===== src/rtl/fpa_pkg.sv =====
package fpa_pkg;

    // Significand operation chosen by comparing the effective signs.
    typedef enum logic {
        OP_ADD = 1'b0,
        OP_SUB = 1'b1
    } op_e;

    // Result-forming case picked in the normalization segment.
    typedef enum logic [1:0] {
        NORM_LEFT  = 2'd0,
        NORM_CARRY = 2'd1,
        NORM_ZERO  = 2'd2,
        NORM_FLUSH = 2'd3
    } norm_case_e;

endpackage


===== src/rtl/fpa_barrel.sv =====
module fpa_barrel #(
    parameter int W    = 16,
    parameter int SW   = 5,
    parameter bit LEFT = 1'b0
) (
    input  logic [W-1:0]  din,
    input  logic [SW-1:0] amt,
    output logic [W-1:0]  dout
);

    // One level per bit of the shift amount; level k moves by 2**k.
    logic [W-1:0] lvl [0:SW];

    assign lvl[0] = din;

    for (genvar k = 0; k < SW; k++) begin : g_level
        if (LEFT) begin : g_left
            assign lvl[k+1] = amt[k] ? (lvl[k] << (2**k)) : lvl[k];
        end else begin : g_right
            assign lvl[k+1] = amt[k] ? (lvl[k] >> (2**k)) : lvl[k];
        end
    end

    assign dout = lvl[SW];

endmodule


===== src/rtl/fpa_cmp_stage.sv =====
module fpa_cmp_stage
    import fpa_pkg::*;
#(
    parameter int EXP_W  = 8,
    parameter int FRAC_W = 16,
    localparam int W     = 1 + EXP_W + FRAC_W
) (
    input  logic              clk,
    input  logic              rst_n,
    input  logic              in_vld,
    input  logic              in_sub,
    input  logic [W-1:0]      in_a,
    input  logic [W-1:0]      in_b,
    output logic              out_vld,
    output logic              out_sign,
    output logic [EXP_W-1:0]  out_exp,
    output logic [FRAC_W-1:0] out_big,
    output logic [FRAC_W-1:0] out_sml,
    output logic [EXP_W-1:0]  out_diff,
    output op_e               out_op
);

    logic                    sa, sb;
    logic [EXP_W-1:0]        ea, eb;
    logic [FRAC_W-1:0]       fa, fb;
    logic [EXP_W+FRAC_W-1:0] key_a, key_b;
    logic                    b_wins;

    logic                    sign_d;
    logic [EXP_W-1:0]        exp_d, diff_d;
    logic [FRAC_W-1:0]       big_d, sml_d;
    op_e                     op_d;

    assign sa = in_a[W-1];
    assign sb = in_b[W-1] ^ in_sub;
    assign ea = in_a[W-2 -: EXP_W];
    assign eb = in_b[W-2 -: EXP_W];
    assign fa = in_a[FRAC_W-1:0];
    assign fb = in_b[FRAC_W-1:0];

    // A zero fraction ranks below every nonzero operand, whatever its exponent.
    assign key_a  = (fa == '0) ? '0 : {ea, fa};
    assign key_b  = (fb == '0) ? '0 : {eb, fb};
    assign b_wins = (key_b > key_a);

    always_comb begin
        if (b_wins) begin
            sign_d = sb;
            exp_d  = eb;
            big_d  = fb;
            sml_d  = fa;
            diff_d = eb - ea;
        end else begin
            sign_d = sa;
            exp_d  = ea;
            big_d  = fa;
            sml_d  = fb;
            diff_d = ea - eb;
        end
        op_d = (sa == sb) ? OP_ADD : OP_SUB;
    end

    always_ff @(posedge clk or negedge rst_n) begin
        if (!rst_n) begin
            out_vld  <= 1'b0;
            out_sign <= 1'b0;
            out_exp  <= '0;
            out_big  <= '0;
            out_sml  <= '0;
            out_diff <= '0;
            out_op   <= OP_ADD;
        end else begin
            out_vld  <= in_vld;
            out_sign <= sign_d;
            out_exp  <= exp_d;
            out_big  <= big_d;
            out_sml  <= sml_d;
            out_diff <= diff_d;
            out_op   <= op_d;
        end
    end

    // the kept exponent belongs to the operand of larger magnitude
    p_keep_exp_r10: assert property (@(posedge clk) disable iff (!rst_n)
        (in_vld && fa != '0 && fb != '0 && ea != eb) |=>
            (out_exp == ($past(ea) > $past(eb) ? $past(ea) : $past(eb))));

endmodule


===== src/rtl/fpa_align_stage.sv =====
module fpa_align_stage
    import fpa_pkg::*;
#(
    parameter int EXP_W  = 8,
    parameter int FRAC_W = 16,
    parameter int SW     = 5
) (
    input  logic              clk,
    input  logic              rst_n,
    input  logic              in_vld,
    input  logic              in_sign,
    input  logic [EXP_W-1:0]  in_exp,
    input  logic [FRAC_W-1:0] in_big,
    input  logic [FRAC_W-1:0] in_sml,
    input  logic [EXP_W-1:0]  in_diff,
    input  op_e               in_op,
    output logic              out_vld,
    output logic              out_sign,
    output logic [EXP_W-1:0]  out_exp,
    output logic [FRAC_W-1:0] out_big,
    output logic [FRAC_W-1:0] out_sml,
    output op_e               out_op
);

    logic [FRAC_W-1:0] shifted;
    logic [FRAC_W-1:0] sml_d;
    logic              too_far;

    fpa_barrel #(
        .W    (FRAC_W),
        .SW   (SW),
        .LEFT (1'b0)
    ) i_rshift (
        .din  (in_sml),
        .amt  (in_diff[SW-1:0]),
        .dout (shifted)
    );

    // A gap at least as wide as the fraction leaves nothing to add.
    assign too_far = (in_diff >= EXP_W'(FRAC_W));
    assign sml_d   = too_far ? '0 : shifted;

    always_ff @(posedge clk or negedge rst_n) begin
        if (!rst_n) begin
            out_vld  <= 1'b0;
            out_sign <= 1'b0;
            out_exp  <= '0;
            out_big  <= '0;
            out_sml  <= '0;
            out_op   <= OP_ADD;
        end else begin
            out_vld  <= in_vld;
            out_sign <= in_sign;
            out_exp  <= in_exp;
            out_big  <= in_big;
            out_sml  <= sml_d;
            out_op   <= in_op;
        end
    end

    // after alignment the smaller fraction never exceeds the larger
    p_align_le_r4: assert property (@(posedge clk) disable iff (!rst_n)
        out_vld |-> (out_sml <= out_big));

    // equal exponents pass the fraction through unshifted
    p_equal_exp_r5: assert property (@(posedge clk) disable iff (!rst_n)
        (in_vld && in_diff == '0) |=> (out_sml == $past(in_sml)));

endmodule


===== src/rtl/fpa_sum_stage.sv =====
module fpa_sum_stage
    import fpa_pkg::*;
#(
    parameter int EXP_W  = 8,
    parameter int FRAC_W = 16
) (
    input  logic              clk,
    input  logic              rst_n,
    input  logic              in_vld,
    input  logic              in_sign,
    input  logic [EXP_W-1:0]  in_exp,
    input  logic [FRAC_W-1:0] in_big,
    input  logic [FRAC_W-1:0] in_sml,
    input  op_e               in_op,
    output logic              out_vld,
    output logic              out_sign,
    output logic [EXP_W-1:0]  out_exp,
    output logic [FRAC_W:0]   out_sum
);

    logic [FRAC_W:0] sum_d;

    always_comb begin
        unique case (in_op)
            OP_ADD: sum_d = {1'b0, in_big} + {1'b0, in_sml};
            OP_SUB: sum_d = {1'b0, in_big} - {1'b0, in_sml};
            default: sum_d = '0;
        endcase
    end

    always_ff @(posedge clk or negedge rst_n) begin
        if (!rst_n) begin
            out_vld  <= 1'b0;
            out_sign <= 1'b0;
            out_exp  <= '0;
            out_sum  <= '0;
        end else begin
            out_vld  <= in_vld;
            out_sign <= in_sign;
            out_exp  <= in_exp;
            out_sum  <= sum_d;
        end
    end

    // an addition never yields less than the larger fraction
    p_add_grow_r6: assert property (@(posedge clk) disable iff (!rst_n)
        (in_vld && in_op == OP_ADD) |=> (out_sum >= {1'b0, $past(in_big)}));

    // a subtraction never borrows past the larger fraction
    p_sub_shrink_r7: assert property (@(posedge clk) disable iff (!rst_n)
        (in_vld && in_op == OP_SUB) |=> (out_sum <= {1'b0, $past(in_big)}));

endmodule


===== src/rtl/fpa_norm_stage.sv =====
module fpa_norm_stage
    import fpa_pkg::*;
#(
    parameter int EXP_W  = 8,
    parameter int FRAC_W = 16,
    parameter int SW     = 5,
    localparam int W     = 1 + EXP_W + FRAC_W
) (
    input  logic             clk,
    input  logic             rst_n,
    input  logic             in_vld,
    input  logic             in_sign,
    input  logic [EXP_W-1:0] in_exp,
    input  logic [FRAC_W:0]  in_sum,
    output logic             out_vld,
    output logic [W-1:0]     out_res
);

    logic [SW-1:0]     lz;
    logic [EXP_W-1:0]  lz_ext;
    logic [FRAC_W-1:0] shl;
    logic              seen_one;
    norm_case_e        ncase;
    logic [W-1:0]      res_d;

    // Leading-zero count of the low FRAC_W bits of the sum.
    always_comb begin
        lz       = '0;
        seen_one = 1'b0;
        for (int i = FRAC_W - 1; i >= 0; i--) begin
            if (!seen_one) begin
                if (in_sum[i]) begin
                    seen_one = 1'b1;
                end else begin
                    lz = lz + 1'b1;
                end
            end
        end
    end

    assign lz_ext = {{(EXP_W - SW){1'b0}}, lz};

    fpa_barrel #(
        .W    (FRAC_W),
        .SW   (SW),
        .LEFT (1'b1)
    ) i_lshift (
        .din  (in_sum[FRAC_W-1:0]),
        .amt  (lz),
        .dout (shl)
    );

    // Case selection: which way the result word is formed.
    always_comb begin
        if (in_sum == '0) begin
            ncase = NORM_ZERO;
        end else if (in_sum[FRAC_W]) begin
            ncase = NORM_CARRY;
        end else if (in_exp < lz_ext) begin
            ncase = NORM_FLUSH;
        end else begin
            ncase = NORM_LEFT;
        end
    end

    // Result word for each case.
    always_comb begin
        unique case (ncase)
            NORM_ZERO:  res_d = '0;
            NORM_FLUSH: res_d = '0;
            NORM_CARRY: res_d = {in_sign, in_exp + 1'b1, in_sum[FRAC_W:1]};
            NORM_LEFT:  res_d = {in_sign, in_exp - lz_ext, shl};
            default:    res_d = '0;
        endcase
    end

    always_ff @(posedge clk or negedge rst_n) begin
        if (!rst_n) begin
            out_vld <= 1'b0;
            out_res <= '0;
        end else begin
            out_vld <= in_vld;
            out_res <= in_vld ? res_d : '0;
        end
    end

    // a nonzero valid result is normalized
    p_norm_msb_r12: assert property (@(posedge clk) disable iff (!rst_n)
        (out_vld && out_res[FRAC_W-1:0] != '0) |-> out_res[FRAC_W-1]);

    // a zero fraction comes with zero sign and zero exponent
    p_zero_clean_r8: assert property (@(posedge clk) disable iff (!rst_n)
        (out_vld && out_res[FRAC_W-1:0] == '0) |-> (out_res == '0));

    // a carry raises the exponent by exactly one
    p_carry_exp_r6: assert property (@(posedge clk) disable iff (!rst_n)
        (in_vld && in_sum[FRAC_W]) |=>
            (out_res[W-2 -: EXP_W] == EXP_W'($past(in_exp) + 1'b1)));

endmodule


===== src/rtl/fpa_pipe4.sv =====
module fpa_pipe4
    import fpa_pkg::*;
#(
    parameter int EXP_W  = 8,
    parameter int FRAC_W = 16,
    localparam int W     = 1 + EXP_W + FRAC_W,
    localparam int SW    = $clog2(FRAC_W) + 1
) (
    input  logic         clk,
    input  logic         rst_n,
    input  logic         in_vld,
    input  logic         in_sub,
    input  logic [W-1:0] in_a,
    input  logic [W-1:0] in_b,
    output logic         out_vld,
    output logic [W-1:0] out_res
);

    // Segment 1 -> 2
    logic              c_vld, c_sign;
    logic [EXP_W-1:0]  c_exp, c_diff;
    logic [FRAC_W-1:0] c_big, c_sml;
    op_e               c_op;

    // Segment 2 -> 3
    logic              a_vld, a_sign;
    logic [EXP_W-1:0]  a_exp;
    logic [FRAC_W-1:0] a_big, a_sml;
    op_e               a_op;

    // Segment 3 -> 4
    logic              s_vld, s_sign;
    logic [EXP_W-1:0]  s_exp;
    logic [FRAC_W:0]   s_sum;

    fpa_cmp_stage #(
        .EXP_W  (EXP_W),
        .FRAC_W (FRAC_W)
    ) i_cmp (
        .clk      (clk),
        .rst_n    (rst_n),
        .in_vld   (in_vld),
        .in_sub   (in_sub),
        .in_a     (in_a),
        .in_b     (in_b),
        .out_vld  (c_vld),
        .out_sign (c_sign),
        .out_exp  (c_exp),
        .out_big  (c_big),
        .out_sml  (c_sml),
        .out_diff (c_diff),
        .out_op   (c_op)
    );

    fpa_align_stage #(
        .EXP_W  (EXP_W),
        .FRAC_W (FRAC_W),
        .SW     (SW)
    ) i_align (
        .clk      (clk),
        .rst_n    (rst_n),
        .in_vld   (c_vld),
        .in_sign  (c_sign),
        .in_exp   (c_exp),
        .in_big   (c_big),
        .in_sml   (c_sml),
        .in_diff  (c_diff),
        .in_op    (c_op),
        .out_vld  (a_vld),
        .out_sign (a_sign),
        .out_exp  (a_exp),
        .out_big  (a_big),
        .out_sml  (a_sml),
        .out_op   (a_op)
    );

    fpa_sum_stage #(
        .EXP_W  (EXP_W),
        .FRAC_W (FRAC_W)
    ) i_sum (
        .clk      (clk),
        .rst_n    (rst_n),
        .in_vld   (a_vld),
        .in_sign  (a_sign),
        .in_exp   (a_exp),
        .in_big   (a_big),
        .in_sml   (a_sml),
        .in_op    (a_op),
        .out_vld  (s_vld),
        .out_sign (s_sign),
        .out_exp  (s_exp),
        .out_sum  (s_sum)
    );

    fpa_norm_stage #(
        .EXP_W  (EXP_W),
        .FRAC_W (FRAC_W),
        .SW     (SW)
    ) i_norm (
        .clk     (clk),
        .rst_n   (rst_n),
        .in_vld  (s_vld),
        .in_sign (s_sign),
        .in_exp  (s_exp),
        .in_sum  (s_sum),
        .out_vld (out_vld),
        .out_res (out_res)
    );

    // every valid result was accepted four clocks earlier
    p_latency_r3: assert property (@(posedge clk) disable iff (!rst_n)
        out_vld |-> $past(in_vld, 4));

    // no valid result can appear in the first clock after reset
    p_reset_idle_r11: assert property (@(posedge clk) disable iff (!rst_n)
        $rose(rst_n) |-> !out_vld);

endmodule


===== config.mk =====
export PLATFORM = sky130hd
export DESIGN_NAME = fpa_pipe4
export DESIGN_NICKNAME = d
export VERILOG_FILES = /design/src/rtl/fpa_pkg.sv /design/src/rtl/fpa_barrel.sv /design/src/rtl/fpa_cmp_stage.sv /design/src/rtl/fpa_align_stage.sv /design/src/rtl/fpa_sum_stage.sv /design/src/rtl/fpa_norm_stage.sv /design/src/rtl/fpa_pipe4.sv
export SDC_FILE = /design/constraint.sdc
export NUM_CORES = 1
export LEC_CHECK = 0
export BUFFER_PORTS_ARGS = -buffer_cell sky130_fd_sc_hd__buf_4
export CAP_MARGIN = 15
export CORE_UTILIZATION = 47
export CTS_CLUSTER_DIAMETER = 80
export CTS_CLUSTER_SIZE = 24
export DETAILED_ROUTE_END_ITERATION = 6
export GPL_ROUTABILITY_DRIVEN = 0
export PLACE_DENSITY = 0.62
export SETUP_SLACK_MARGIN = 0.2
export SLEW_MARGIN = 20
export SYNTH_ARGS = -nofsm -noshare
export SYNTH_HDL_FRONTEND = slang
export SYNTH_SLANG_ARGS = --single-unit

===== constraint.sdc =====
create_clock -name clk -period 13.44 [get_ports clk]
set_input_delay 2.688 -clock clk [delete_from_list [all_inputs] [get_ports clk]]
set_output_delay 2.688 -clock clk [all_outputs]
set_load 0.02 [all_outputs]

Yosys cells after proc, flatten, opt, wreduce, memory -nomap -nowiden
Index checks and enable logic that the tools add are counted.

Register bits: 147. Word-level logic and storage cells: 139.

$lt $le $gt $ge: 3. Add/subtract/negate cells: 21. Bitwise logic cells: 2. Eq/ne operators: 4. Reductions and logical operators: 5. Muxes and demuxes: 85.

Operators with widths (count): $mux W16 (13); $mux W5 (30); $pmux W25 S3 (1); $add A5 B1 Y5 const B (14); $mux W24 (2); $pmux W17 S2 (1); $logic_not A16 Y1 (2); $mux W1 (32); $mux W25 (1); $gt A24 B24 Y1 (1); $add A16 B16 Y17 (1); $logic_not A17 Y1 (1); $sub A16 B16 Y17 (1); $mux W8 (2); $sub A8 B8 Y8 (2); $add A8 B1 Y8 const B (1); $ge A8 B5 Y1 const B (1); $lt A8 B5 Y1 (1); $sub A8 B5 Y8 (1); $mux W2 (3); $eq A2 B2 Y1 const B (2); $add A1 B1 Y2 const B (1); $eq A2 B1 Y1 const B (1); $logic_not A2 Y1 (1); other kinds (4) (4).

Depth between registers and ports, before layout
Gate-level depths: netlist of the first run.

Depth in word-level cells: 54. Gate-level depth with buffers: 57. Gate-level depth less buffers: 54.

Hierarchy
From an unflattened synthesis of the first run, not the netlist that was laid out.

Cell total of the unflattened synthesis: 1112. Area, all modules: 10641.5 um2.

By module, submodules not included: fpa_cmp_stage (area each 3149.3 um2, cells each 322, times used 1); fpa_norm_stage (area each 2915.3 um2, cells each 380, times used 1); fpa_sum_stage (area each 1835.5 um2, cells each 187, times used 1); fpa_align_stage (area each 1223.7 um2, cells each 61, times used 1); fpa_barrel at i_align.i_rshift (area each 779.5 um2, cells each 85, times used 1); fpa_barrel at i_norm.i_lshift (area each 738.2 um2, cells each 77, times used 1).

Worst setup path before layout of the first run
Ideal clock, no wire load.

Path type: register to register. Start: register i_sum.out_sum[14]. End: register i_norm.out_res[14]. Path slack: 3.384 ns. Stages on the path, launching flop included: 57. Required time: 13.318 ns. Buffers on the path: 4. Arrival time: 9.935 ns. Clock period less this slack: 10.056 ns. Path through: dfrtp_1 buf_2 nor2_1 nand2_1 and2_1 ha_1 nor4_1 nor4_1 and3_1 o21ai_0 ha_1 nand2b_1 nand3_1 nand4_1 o221ai_1 o21ai_0 a21o_1 ha_1 [21 not listed] clkbuf_1 ha_1 nor2b_1 xnor2_1 nor2_1 xnor2_2 clkbuf_1 ha_1 nor2b_1 o21ai_0 nand2b_1 a211o_1 o32ai_1 nor2_1 nand2_1 nor2b_1 mux2_4 a32o_1.

Word-level cells in the longest chain between the ends: 52.

Ends and longest elaborated chain: start, declared (line fpa_sum_stage.sv:18) `output logic [FRAC_W:0] out_sum`; start signal, assigned (line fpa_sum_stage.sv:41) `out_sum <= sum_d;`; $mux W5 (line fpa_norm_stage.sv:32) `if (in_sum[i]) begin`; $mux W5 (line fpa_norm_stage.sv:31) `if (!seen_one) begin`; $add A5 B1 Y5 (line fpa_norm_stage.sv:35) `lz = lz + 1'b1;`; $mux W5 (line fpa_norm_stage.sv:32); $mux W5 (line fpa_norm_stage.sv:31); $add A5 B1 Y5 (line fpa_norm_stage.sv:35); $mux W5 (line fpa_norm_stage.sv:32); $mux W5 (line fpa_norm_stage.sv:31); [36 not listed]; $lt A8 B5 Y1 (line fpa_norm_stage.sv:59) `end else if (in_exp < lz_ext) begin`; $mux W2 (line fpa_norm_stage.sv:59); $mux W2 (line fpa_norm_stage.sv:57) `end else if (in_sum[FRAC_W]) begin`; $mux W2 (line fpa_norm_stage.sv:55) `if (in_sum == '0) begin`; $eq A2 B2 Y1 (line fpa_norm_stage.sv:68) `unique case (ncase)`; $reduce_or A2 Y1 (no source line); $pmux W25 S3 (*) (line fpa_norm_stage.sv:68); $mux W25 (*) (line fpa_norm_stage.sv:83) `out_res <= in_vld ? res_d : '0;`; end signal, assigned (line fpa_norm_stage.sv:83); end, declared (line fpa_norm_stage.sv:16) `output logic [W-1:0] out_res`.

Mark *: on every way between the ends. The rest lies on a longest branch, timed or not.

Worst setup path after layout of the first run
Start: register i_sum.out_sum[12]. End: register i_norm.out_res[0].

Word-level cells in the longest chain between the ends: 46.

Ends and longest elaborated chain (line): $mux W5 (fpa_norm_stage.sv:32); $mux W5 (fpa_norm_stage.sv:31); $add A5 B1 Y5 (fpa_norm_stage.sv:35); $mux W5 (fpa_norm_stage.sv:32); $mux W5 (fpa_norm_stage.sv:31); $add A5 B1 Y5 (fpa_norm_stage.sv:35); $mux W5 (fpa_norm_stage.sv:32); $mux W5 (fpa_norm_stage.sv:31); [30 not listed]; $lt A8 B5 Y1 (fpa_norm_stage.sv:59); $mux W2 (fpa_norm_stage.sv:59); $mux W2 (fpa_norm_stage.sv:57); $mux W2 (fpa_norm_stage.sv:55); $eq A2 B2 Y1 (fpa_norm_stage.sv:68); $reduce_or A2 Y1 (no source line); $pmux W25 S3 (*) (fpa_norm_stage.sv:68); $mux W25 (*) (fpa_norm_stage.sv:83).

Marked as above.

==> impl_results.md, run 1 <==
- Outcome: complete, no violations
- Number of synthesized flops with an enable pin: 0
- Tmin final: 10980 ps
- FP Rows: 52
- RSZ-0062 raised after global routing: no
- Slew margin rel.: 30.1%
- Fraction of the mapped netlist area in compound gates: 16.7%
- Layout fillers: 1873
- RR Endpoint: i_norm.out_res[0]
- Worst R2R Start: i_sum.out_sum[12]
- Vias: 7836
- GRT Total Usage: 21.0%
- Worst-path clk slew: 60 ps
- Post-synthesis register bit count: 147
- Post-layout util: 55.0%
- CP peak stage delay: 600 ps
- Total power: 2.05 mW
- Crit path DAT: 11270 ps
- Kind of end point of the critical path: flip-flop
- Residual DRC count: 0
- Post-Synth Simple-Gate Area: 17.2%
- Period utilization: 81.7%
- Hold slack: 347 ps
- Critical path origin: i_sum.out_sum[12]
- Sink Count: 147
- Die height: 148 um
- Post-route ant nets: 0
- Setup Viol. Count Final: 0
- Synth Area in Adders: 9.97%
- Final slew viol count: 0
- CP startpoint kind: flip-flop
- Initial antenna violation count: 0
- Initial drt markers: 448
- Worst-path fanout max: 27
- Cts-stage hold buffer count: 0
- Top-area cell type share of the netlist area: 36.9%
- Largest net degree at the start of global routing: 81
- Dpl ws: 2550 ps
- Post-synth ARST share: 100%
- Hold path start: i_align.out_exp[7]
- Wire per inst: 15.6 um
- Layout Nets: 1262
- Layout cell share with drive strength beyond 1: 14.4%
- XOR/XNOR share of the synthesized area: 5.41%
- Via/cell ratio: 5.54
- Fin worst setup slack: 2460 ps
- Commonest non-fill, non-tap cell in the layout: dfrtp_1
- Number of port buffers: 79
- Max clock buf depth: 2
- Post-detail-place hpwl: 17200 um
- Netlist cell types: 79
- YS warnings: 0
- Worst skew pair latency: 420 ps
- Largest family of logic cells by synthesized area: simple AND/OR/NAND/NOR gates
- HP Class: reg -> reg
- Sequential share of the synthesized area: 36.9%
- Mean post-synth cell area: 9.15 um^2
- Lkg Pwr: 5.22 nW
- Fin Setup TNS: 0 ps
- Pwr/cell area: 182 mW/mm^2
- H-tree depth: 4
- FF-to-FF setup slack: 2460 ps
- WL final: 22100 um
- Finished Layout Cells: 1414
- Die footprint: 0.0218 mm^2
- WP data required: 13740 ps
- Starting Density: 48.6%
- Highest clock rate: 0.0911 GHz
- DP Area: 0.0107 mm^2
- Most frequent cells in the layout: dfrtp_1 (147), nand2_1 (98), buf_4 (83)
- IO Count: 80
- Critical path type: reg -> reg
- Hold EP: i_sum.out_exp[7]
- Ys flop type: dfrtp_1
- Post-CTS Setup Repair Bufs: 0
- Ant. Diodes: 0
- Cell accounting for the most synthesized area: dfrtp_1
- Fin Clk Skew: 13.2 ps
- Total CTS buffers: 17
- Worst-Margin Slew: 1020 ps
- Top post-synthesis cells by area: dfrtp_1 (37%), ha_1 (9.2%), mux2i_1 (4.8%), nand2_1 (3.7%), mux2_2 (3.5%)
- Mapped Area: 0.00996 mm^2
- P&R area growth vs syn: 13.1%
- First-pass GRT wire length: 36400 um
- Post-Layout Inst Area: 0.0113 mm^2
- Post-synthesis mux area share: 8.70%
- DP Cell Count: 1382
- 1st-pass router iterations: 7
- CP max stage cell: o21a_1
- Clk root buf: clkbuf_16
- Syn Inst Count: 1089
- Most frequent CP cell: ha_1
- Number of global-route vias before repair: 7482
- Endpoints failing hold: 0
- TritonCTS clock tree: yes
- Total gr overflow: 0
- Worst-case reg-to-reg path depth: 54
- Peak VDD IR: 97.3 uV
- Die width: 148 um
- Core area: 0.0205 mm^2
- PostCTS Resize Cnt: 0
- Syn nets: 1220
- Max cap viols: 0
- Hold path depth: 0
metal layers:
metal,routed length [um],part of all wire [%],GRT usage [%],up-vias
met2,11200,51,37.7,150
met3,646,2.9,2.65,22
met1,9890,45,26.3,3716
met5,0,0,0,-
met4,326,1.5,6.03,0
li1,-,-,-,3948
synthesized netlist by cell type (all sizes together) (5+ instances only):
master	instances
a211oi	20
a21o	21
a21oi	52
a22o	6
a22oi	5
a311oi	5
a31oi	7
and2	18
and3	12
buf	18
clkbuf	43
dfrtp	147
ha	73
inv	66
mux2	32
mux2i	48
nand2	100
nand2b	12
nand3	17
nand4	12
nor2	83
nor2b	24
nor3	25
nor4	16
o211ai	6
o21a	9
o21ai	70
o31ai	6
xnor2	40
xor2	18
worst max-delay path by stage:
stage | endpoint | slack (ps)
after floorplan | i_norm.out_res[14] | 3380
after global placement | i_norm.out_res[14] | 2860
after detailed placement | i_norm.out_res[0] | 2550
after CTS | i_norm.out_res[0] | 2510
after global routing | i_norm.out_res[3] | 1360
final | i_norm.out_res[0] | 2460
kinds of logic (layout without fill, tap and decap cells):
family	count (synthesis)	count (layout)
AND/OR/NAND/NOR	345	345
flip-flops	147	147
buffers and inverters	128	183
AO/OA/AOI/OAI	252	252
multiplexers	81	81
XOR/XNOR	59	59
adder cells (fa/ha/maj)	77	77
worst max-delay path: cells and delay by family (launching register included):
family | cells | cell delay [ps]
buf+inv | 1 | 290
mux | 5 | 920
compound gates | 15 | 3350
flops | 1 | 480
fa+ha+maj | 9 | 2440
xor+xnor | 2 | 230
simple gates | 22 | 3150
cell type report:
cell class	count	area, um^2	share of cell area (%)
multi-input cells	814	5790	51.4
repair buffers	84	634	5.63
clock buffers	19	453	4.02
inverters	67	251	2.23
clock inverters	13	123	1.09
flip-flops and latches	147	3680	32.7
well taps	270	338	3.00
power breakdown:
| part | switching (mW) | internal (mW) |
|---|---|---|
| registers | 0.118 | 0.533 |
| clock network | 0.182 | 0.266 |
| logic | 0.540 | 0.411 |
| total | 0.841 | 1.21 |
sequential cells by signal (all words and copies together) (netlist names), 8 cells and up:
| register | flops |
|---|---|
| i_norm.out_res | 25 |
| i_sum.out_sum | 17 |
| i_align.out_big | 16 |
| i_align.out_sml | 16 |
| i_cmp.out_big | 16 |
| i_cmp.out_sml | 16 |
| i_align.out_exp | 8 |
| i_cmp.out_diff | 8 |
| i_cmp.out_exp | 8 |
| i_sum.out_exp | 8 |
Power figures use the tool's default switching activity.
==> run 2, diff against run 1 <==
==> constraint.sdc (replaced) <==
create_clock -name clk -period 10.2 [get_ports clk]
set_input_delay 2.04 -clock clk [delete_from_list [all_inputs] [get_ports clk]]
set_output_delay 2.04 -clock clk [all_outputs]
set_load 0.02 [all_outputs]
==> run 2 against run 1 <==
Effect of this change:
- die area did not move
- sequential share of layout area fell by 0.77 points
- clock skew rose by 9.0 ps
- register-to-register slack got worse by 1800 ps
- count of clock-buffer cells in the layout fell by 1
- clock power rose by 40%
- highest routed layer unchanged
==> impl_results.md, run 2 (synthesis results as in run 1) <==
- Cts-stage hold buffer count: 0 (unchanged)
- CP peak stage delay: 480 ps (-120 ps)
- Die height: 148 um (unchanged)
- FP Rows: 52 (unchanged)
- IO Count: 80 (unchanged)
- P_sw: 1.21 mW (+43%)
- GRT Total Usage: 22.0% (+1.0 points)
- Post-layout util: 56.4% (+1.4 points)
- WP data required: 10520 ps (-3220 ps)
- Internal power: 1.66 mW (+37%)
- Layout cell share with drive strength beyond 1: 17.5% (+3.0 points)
- Period utilization: 93.3% (+12 points)
- 1st-pass router iterations: 5 (-2)
- Residual DRC count: 0 (unchanged)
- Outcome: complete, no violations
- Initial drt markers: 391 (-13%)
- DP Cell Count: 1386 (+0.29%)
- Tmin final: 9510 ps (-1470 ps)
- Post-route ant nets: 0 (unchanged)
- Switching Share: 42.0% (+1.0 points)
- Initial antenna violation count: 0 (unchanged)
- Top Registers: i_norm.out_res x25, i_sum.out_sum x17
- Total power: 2.87 mW (+40%)
- RSZ-0062 raised after global routing: no
- FF-to-FF setup slack: 690 ps (-1770 ps)
- Fin worst setup slack: 686 ps (-1770 ps)
- Share of total power in combinational logic: 48.2% (+1.8 points)
- Kind of end point of the critical path: flip-flop
- First-pass GRT wire length: 38100 um (+4.7%)
- HP Class: reg -> reg
- CP startpoint kind: flip-flop
- Worst skew pair latency: 430 ps (about the same)
- Setup Viol. Count Final: 0 (unchanged)
- Critical path type: reg -> reg
- Commonest non-fill, non-tap cell in the layout: dfrtp_1
- H-tree depth: 4 (unchanged)
- Largest net degree at the start of global routing: 79 (-2.5%)
- Ant. Diodes: 0 (unchanged)
- P&R area growth vs syn: 15.9%
- Layout Nets: 1280 (+1.4%)
- Clk root buf: clkbuf_16
- Total gr overflow: 0 (unchanged)
- Final slew viol count: 0 (unchanged)
- TritonCTS clock tree: yes
- Most frequent cells in the layout: dfrtp_1 (143), buf_4 (100), nand2_1 (96)
- Max cap viols: 0 (unchanged)
- Dpl ws: 183 ps (-2370 ps)
- Max FFs per register: 25 (unchanged)
- Worst-Margin Slew: 910 ps (-113 ps)
- Worst-path clk slew: 70 ps (about the same)
- Finished Layout Cells: 1432 (+1.3%)
- Post-detail-place hpwl: 17400 um (+1.2%)
- Core area: 0.0205 mm^2 (unchanged)
- Seq pwr share: 29.9% (-1.9 points)
- Crit path DAT: 9840 ps (-1430 ps)
- CP max stage cell: dfrtp_2
- Max clock buf depth: 2 (unchanged)
- Pwr/cell area: 248 mW/mm^2 (+36%)
- Peak VDD IR: 99.4 uV (+2.1%)
- Vias: 7953 (+1.5%)
- Number of port buffers: 79 (unchanged)
- Most frequent CP cell: ha_1
- WL final: 23200 um (+5.3%)
- Worst-path fanout max: 6 (-78%)
- Reg with most FFs: i_norm.out_res
- Fin Setup TNS: 0 ps (unchanged)
- Clock share of power: 21.9% (about the same)
- Endpoints failing hold: 0 (unchanged)
- Slew margin rel.: 39.4% (+9.3 points)
- Die footprint: 0.0218 mm^2 (unchanged)
- Die width: 148 um (unchanged)
- Lkg Pwr: 5.35 nW (+2.4%)
- Number of global-route vias before repair: 7706 (+3.0%)
- Highest clock rate: 0.105 GHz (+15%)
- Total CTS buffers: 17 (unchanged)
- Starting Density: 48.6% (unchanged)
- Fin Clk Skew: 22.2 ps (+9.01 ps)
- Wire per inst: 16.2 um (+4.0%)
- Sink Count: 147 (unchanged)
- Via/cell ratio: 5.55 (+0.22%)
run 2: stage by stage:
| stage | instance area (um^2) | hold slack [ps] |
|---|---|---|
| final | 11600 | 346 |
| after global routing | 11600 | 355 |
| after CTS | 11300 | 345 |
| after detailed placement | 10700 | 335 |
| after global placement | 10700 | 333 |
| after floorplan | 9970 | 331 |
run 2: timing repair:
item | 4_1_cts | 5_1_grt
endpoints found under the setup margin | 4 | 25
resized for setup | 1 | 30
buffers inserted | 0 | 13
cloned | 0 | 1
pin swaps | 0 | 12
hold endpoints to repair | 0 | 0
run 2: layer usage:
| metal | up-vias | GRT usage (%) | wire [um] |
|---|---|---|---|
| met4 | 0 | 7.37 | 533 |
| met1 | 3759 | 28.4 | 10400 |
| met3 | 34 | 3.67 | 721 |
| met5 | - | 0 | 0 |
| met2 | 172 | 37.5 | 11600 |
| li1 | 3988 | - | - |
run 2: area by class of cell:
cell class / count / area [um^2]
clock buffers: 18 / 439
clock inverters: 14 / 158
fillers: 1856 / 8940
inverters: 67 / 251
multi-input cells: 815 / 5920
flip-flops and latches: 147 / 3680
well taps: 270 / 338
repair buffers: 101 / 762
run 2: critical path: cells and delay by family, from the launching register on:
kind | cells | cell delay [ps]
adder cells (fa/ha/maj) | 9 | 2410
XOR/XNOR | 1 | 160
flip-flops | 1 | 480
multiplexers | 5 | 1010
AO/OA/AOI/OAI | 16 | 2640
AND/OR/NAND/NOR | 21 | 2700
run 2: power groups by stage:
stage,registers [mW],clock network [mW],logic [mW]
final,0.859,0.627,1.38
after global routing,0.877,0.669,1.53
after CTS,0.852,0.641,1.29
after detailed placement,0.862,0,1.28
after global placement,0.862,0,1.27
after floorplan,0.801,0,0.985
run 2: final timing paths:
check / startpoint / endpoint / depth (start not counted)
max in group asynchronous: rst_n / i_sum.out_vld / 2
setup / recovery: i_sum.out_sum[13] / i_norm.out_res[7] / 52
min in group asynchronous: rst_n / i_cmp.out_sml[9] / 1
hold reg to reg: i_cmp.out_exp[2] / i_align.out_exp[2] / 0
hold / removal: i_cmp.out_exp[2] / i_align.out_exp[2] / 0
setup reg to reg: i_sum.out_sum[13] / i_norm.out_res[7] / 52
